[src/rtl/gpio_irq_pkg.sv]
package gpio_irq_pkg;
  localparam int WORD_W = 32;
  localparam int IDX_W  = 8;

  typedef struct packed {
    logic neg;
    logic pos;
    logic lvl;
  } trig_cfg_t;

  typedef struct packed {
    logic              clrEn;
    logic [IDX_W-1:0]  clrIdx;
    logic [WORD_W-1:0] clrMask;
    logic              rdEn;
    logic [IDX_W-1:0]  rdIdx;
  } strobe_t;
endpackage

[src/rtl/gpio_irq_ctrl.sv]
module gpio_irq_ctrl
  import gpio_irq_pkg::*;
#(
  parameter int              NUM_WORDS   = 2,
  parameter int              ADDR_W      = 12,
  parameter logic [ADDR_W-1:0] STATUS_BASE = 12'h800
) (
  input  logic                busSel,
  input  logic                busWr,
  input  logic [ADDR_W-1:0]   busAddr,
  input  logic [WORD_W-1:0]   busWData,
  output strobe_t             strobes
);
  localparam logic [ADDR_W-1:0] WORDS_L = ADDR_W'(NUM_WORDS);

  logic [ADDR_W-1:0] offs;
  logic              inWindow;
  logic [IDX_W-1:0]  wordIdx;

  always_comb begin
    offs     = busAddr - STATUS_BASE;
    inWindow = (busAddr >= STATUS_BASE) && (offs[1:0] == 2'b00) &&
               ({2'b00, offs[ADDR_W-1:2]} < WORDS_L);
    wordIdx  = IDX_W'(offs[ADDR_W-1:2]);

    strobes.clrEn   = busSel && busWr && inWindow;
    strobes.clrIdx  = wordIdx;
    strobes.clrMask = busWData;
    strobes.rdEn    = busSel && !busWr && inWindow;
    strobes.rdIdx   = wordIdx;
  end
endmodule

[src/rtl/gpio_irq_datapath.sv]
module gpio_irq_datapath
  import gpio_irq_pkg::*;
#(
  parameter int NUM_PINS = 64
) (
  input  logic                  clk,
  input  logic                  rst_n,
  input  logic [NUM_PINS-1:0]   pinLevel,
  input  logic [3*NUM_PINS-1:0] trigCfg,
  input  strobe_t               strobes,
  output logic [WORD_W-1:0]     rdData,
  output logic                  irqOut,
  output logic [NUM_PINS-1:0]   statusVec
);
  localparam int NUM_WORDS = (NUM_PINS + WORD_W - 1) / WORD_W;
  localparam int PAD_W     = NUM_WORDS * WORD_W;

  logic [NUM_PINS-1:0] prevLevel;
  logic [NUM_PINS-1:0] hitVec;
  logic [NUM_PINS-1:0] clrVec;
  logic [PAD_W-1:0]    statusPad;
  logic [WORD_W-1:0]   rdWord;

  for (genvar i = 0; i < NUM_PINS; i++) begin : g_pin
    trig_cfg_t cfg;
    logic      riseEv;
    logic      fallEv;
    assign cfg    = trig_cfg_t'(trigCfg[3*i +: 3]);
    assign riseEv = pinLevel[i] & ~prevLevel[i];
    assign fallEv = ~pinLevel[i] & prevLevel[i];
    assign hitVec[i] = cfg.lvl ? ((cfg.pos & pinLevel[i]) | (cfg.neg & ~pinLevel[i]))
                               : ((cfg.pos & riseEv) | (cfg.neg & fallEv));
    assign clrVec[i] = strobes.clrEn &&
                       (strobes.clrIdx == IDX_W'(i / WORD_W)) &&
                       strobes.clrMask[i % WORD_W];
  end

  always_comb begin
    statusPad = '0;
    statusPad[NUM_PINS-1:0] = statusVec;
  end

  always_comb begin
    rdWord = '0;
    for (int w = 0; w < NUM_WORDS; w++) begin
      if (strobes.rdEn && strobes.rdIdx == IDX_W'(w))
        rdWord = statusPad[w*WORD_W +: WORD_W];
    end
  end

  always_ff @(posedge clk) begin
    prevLevel <= pinLevel;
    if (!rst_n) begin
      statusVec <= '0;
      irqOut    <= 1'b0;
      rdData    <= '0;
    end else begin
      statusVec <= (statusVec & ~clrVec) | hitVec;
      irqOut    <= |statusVec;
      rdData    <= rdWord;
    end
  end
endmodule

[src/rtl/gpio_irq_unit.sv]
module gpio_irq_unit
  import gpio_irq_pkg::*;
#(
  parameter int                NUM_PINS    = 64,
  parameter int                ADDR_W      = 12,
  parameter logic [ADDR_W-1:0] STATUS_BASE = 12'h800
) (
  input  logic                  clk,
  input  logic                  rst_n,
  input  logic [NUM_PINS-1:0]   pinLevel,
  input  logic [3*NUM_PINS-1:0] trigCfg,
  input  logic                  busSel,
  input  logic                  busWr,
  input  logic [ADDR_W-1:0]     busAddr,
  input  logic [31:0]           busWData,
  output logic [31:0]           busRData,
  output logic                  irqOut
);
  localparam int NUM_WORDS = (NUM_PINS + WORD_W - 1) / WORD_W;

  strobe_t             strobes;
  logic [NUM_PINS-1:0] statusVec;

  gpio_irq_ctrl #(
    .NUM_WORDS  (NUM_WORDS),
    .ADDR_W     (ADDR_W),
    .STATUS_BASE(STATUS_BASE)
  ) u_ctrl (
    .busSel  (busSel),
    .busWr   (busWr),
    .busAddr (busAddr),
    .busWData(busWData),
    .strobes (strobes)
  );

  gpio_irq_datapath #(
    .NUM_PINS(NUM_PINS)
  ) u_dp (
    .clk      (clk),
    .rst_n    (rst_n),
    .pinLevel (pinLevel),
    .trigCfg  (trigCfg),
    .strobes  (strobes),
    .rdData   (busRData),
    .irqOut   (irqOut),
    .statusVec(statusVec)
  );
endmodule

[config.mk]
export PLATFORM = sky130hd
export DESIGN_NAME = gpio_irq_unit
export DESIGN_NICKNAME = d
export VERILOG_FILES = /design/src/rtl/gpio_irq_pkg.sv /design/src/rtl/gpio_irq_ctrl.sv /design/src/rtl/gpio_irq_datapath.sv /design/src/rtl/gpio_irq_unit.sv
export SDC_FILE = /design/constraint.sdc
export NUM_CORES = 1
export LEC_CHECK = 0
export ABC_AREA = 1
export BUFFER_PORTS_ARGS = -buffer_cell sky130_fd_sc_hd__buf_2
export CAP_MARGIN = 0
export CORE_MARGIN = 1
export CORE_UTILIZATION = 42
export DETAILED_ROUTE_END_ITERATION = 12
export HOLD_SLACK_MARGIN = 0.08
export PLACE_DENSITY_LB_ADDON = 0.12
export SKIP_CTS_REPAIR_TIMING = 1
export SYNTH_ARGS = -nofsm -noshare
export SYNTH_HDL_FRONTEND = slang
export SYNTH_SLANG_ARGS = --single-unit
[constraint.sdc]
create_clock -name clk -period 1 [get_ports clk]
set_clock_uncertainty 0.05 [all_clocks]
set_input_delay 0.05 -clock clk [delete_from_list [all_inputs] [get_ports clk]]
set_output_delay 0.05 -clock clk [all_outputs]
set_load 0.02 [all_outputs]
==> results.md <==
- Vias per std cell: 5.24
- Critical path type: flip-flop to flip-flop
- RSZ-0062 raised after global routing: true
- Die height: around 130 µm
- Slew headroom: between 70% and 80%
- DRC viols: 0
- Post-synthesis sequential area ratio: between 40% and 50%
- All-Layer GR Usage: between 20 and 25%
- CP Capture Type: flip-flop
- Initial core utilization: 42.9%
- Vias in the first global route: between 7k and 8k
- Bufs on Longest Clock Path: 2
- Ys flop type: dfxtp_1
- Final period util: 121%
- Peak Freq: 825 MHz
- Peak supply drop: 1.14 mV
- Post-synth top cells: nand2_1 (169), dfxtp_1 (161), o21ai_0 (128)
- Root Driver: clkbuf_16
- Die Width: 132 µm
- Placer Congestion: 0.823
- Routed length per instance: 16.7 µm
- Synth top area cells: dfxtp_1 (46%), nand4_1 (9.5%), o21ai_0 (9.0%), nand2_1 (9.0%), a21oi_1 (6.9%)
- Cell taking the most area after synthesis: dfxtp_1
- Crit Path Max Fanout: 2
- First DRT Iteration DRCs: 656
- Core ar.: 16500 µm²
- Ys Warns: 0
- IO Port Bufs: 336
- Synth Instances: around 950
- GR Overflow Total: 0
- Synthesized cell area: 7080 µm²
- Worst Path Required: 1.26 ns
- Synthesized flop and latch total: 161
- Reg clk slew, reported paths: 0.06 ns
- Yosys top cell area share: 45.5%
- Pwr/cell area: around 1200 nW/µm²
- Count leader, synth: nand2_1
- Failing checks: hold timing, setup timing
- Post-synth EDFFs: 0
- CTS tree: built
- Num CTS Buffers: 17
- Largest net degree at the start of global routing: 37
- Fin worst setup slack: -0.213 ns
- Row Count: between 40 and 50
- Setup TNS: -0.694 ns
- Slew Limit Fails: 0
- DIE AREA: approximately 17000 µm²
- Syn avg cell area: between 7 and 8 µm²
- Ports: 337
- Share of cells above drive strength 1: 36.1%
- Cell variety after synth: 20
- Detail Placement HPWL: 15.9 mm
- WHS: -0.00586 ns
- Final setup vio count: 12
- Post-route ant nets: 0
- H-tree depth: 4
- Vias: 9769
- Final #Nets: 1930
- Worst Hold Class: primary input to flip-flop
- Initial antenna violation count: 1
- Async SR Flop Fraction: 0%
- Slew @ Worst Pin: 0.427 ns
- Worst Path Arrival: 1.48 ns
- Mapped Nets: 1256
- First-pass GRT wire length: 34.2 mm
- Drt total wl: 31.1 mm
- DR pass1 iterations: 5
- Max-cap violation count: 0
- Final min period: ~1.2 ns
- Finished Core Util: 81.9%
- Area delta synth->final: 91.2%
- Hold Violations, Final: 1
- CTS Sinks: approximately 160
- Setup crit start kind: flip-flop
- Leak pwr: between 6 and 7 nW
- Status: complete, but fails checks
- Worst skew pair latency: 0.43 ns
cell type report:
| type | count | area, µm² |
|---|---|---|
| timing repair buffer | 699 | 5470 |
| antenna | 5 | 12.5 |
| tap | 220 | 275 |
| clock inverter | 8 | 105 |
| clock buffer | 24 | 472 |
| fill | 965 | 2990 |
| sequential | 161 | 3280 |
| multi-input combinational | 637 | 3490 |
| inverter | 110 | 438 |
cell usage in the layout (no fill, tap or decap), types with 2 or more instances in the layout:
| cell | count |
|---|---|
| a21oi_1 | 84 |
| a21oi_2 | 13 |
| buf_12 | 13 |
| buf_2 | 300 |
| buf_4 | 84 |
| buf_6 | 30 |
| bufinv_16 | 2 |
| clkbuf_1 | 5 |
| clkbuf_16 | 18 |
| clkbuf_8 | 2 |
| clkinv_1 | 2 |
| clkinv_2 | 2 |
| clkinv_4 | 2 |
| clkinvlp_4 | 3 |
| dfxtp_1 | 118 |
| dfxtp_2 | 43 |
| diode_2 | 5 |
| dlygate4sd3_1 | 271 |
| inv_1 | 86 |
| inv_2 | 19 |
| nand2_1 | 155 |
| nand2_2 | 15 |
| nand3_1 | 2 |
| nand4_1 | 107 |
| nor2_1 | 42 |
| nor2_2 | 11 |
| nor2_4 | 11 |
| o21a_1 | 64 |
| o21ai_0 | 65 |
| o21ai_1 | 45 |
| o21ai_2 | 18 |
report_power, final:
group          switching, mW  total [mW]  internal, mW
logic                   1.45        3.39          1.94
registers              0.225        7.03          6.80
clock network           2.67        6.49          3.82
state kept, by name, indices dropped and copies added (netlist names):
name / cells
u_dp.irqOut: 1
u_dp.statusVec: 64
u_dp.prevLevel: 64
u_dp.rdData: 32
stage by stage:
step	worst slack (ns)	instances	total power, mW	area, µm²
floorplan	-0.0594	952	8.01	7140
global placement	-0.433	1553	9.30	9720
detailed placement	-0.460	1553	9.34	9720
CTS	-0.178	1585	15.7	10300
global route	-0.381	1860	17.5	13500
finish	-0.213	1864	16.9	13500
critical path, cell delays in order, from the launching register on:
cell and delay [ns]:
dfxtp_1 0.34, inv_1 0.05, o21ai_0 0.36, nand2_1 0.09, o21ai_0 0.12, a21oi_1 0.10
metal layers:
layer / routed length, µm / global-route usage, %
met2: 15900 / 42.5
met4: 1490 / 9.11
met3: 2040 / 4.54
met5: 0 / 0
met1: 11700 / 29.4
worst paths after layout:
check,start,endpoint,slack [ns],cells after the start
worst min-delay path,trigCfg[73],u_dp.statusVec[24],-0.006,5
worst max register to register,u_dp.prevLevel[46],u_dp.statusVec[46],-0.21,5
worst max-delay path,u_dp.prevLevel[46],u_dp.statusVec[46],-0.21,5
worst min register to register,u_dp.statusVec[4],u_dp.statusVec[4],0.40,2
logic make-up after synthesis:
group | synth area share, %
AO/OA/AOI/OAI | 22.7
buffers and inverters | 8.78
flip-flops | 45.5
AND/OR/NAND/NOR | 23.0
No activity file was read; power rests on OpenSTA's default activity.
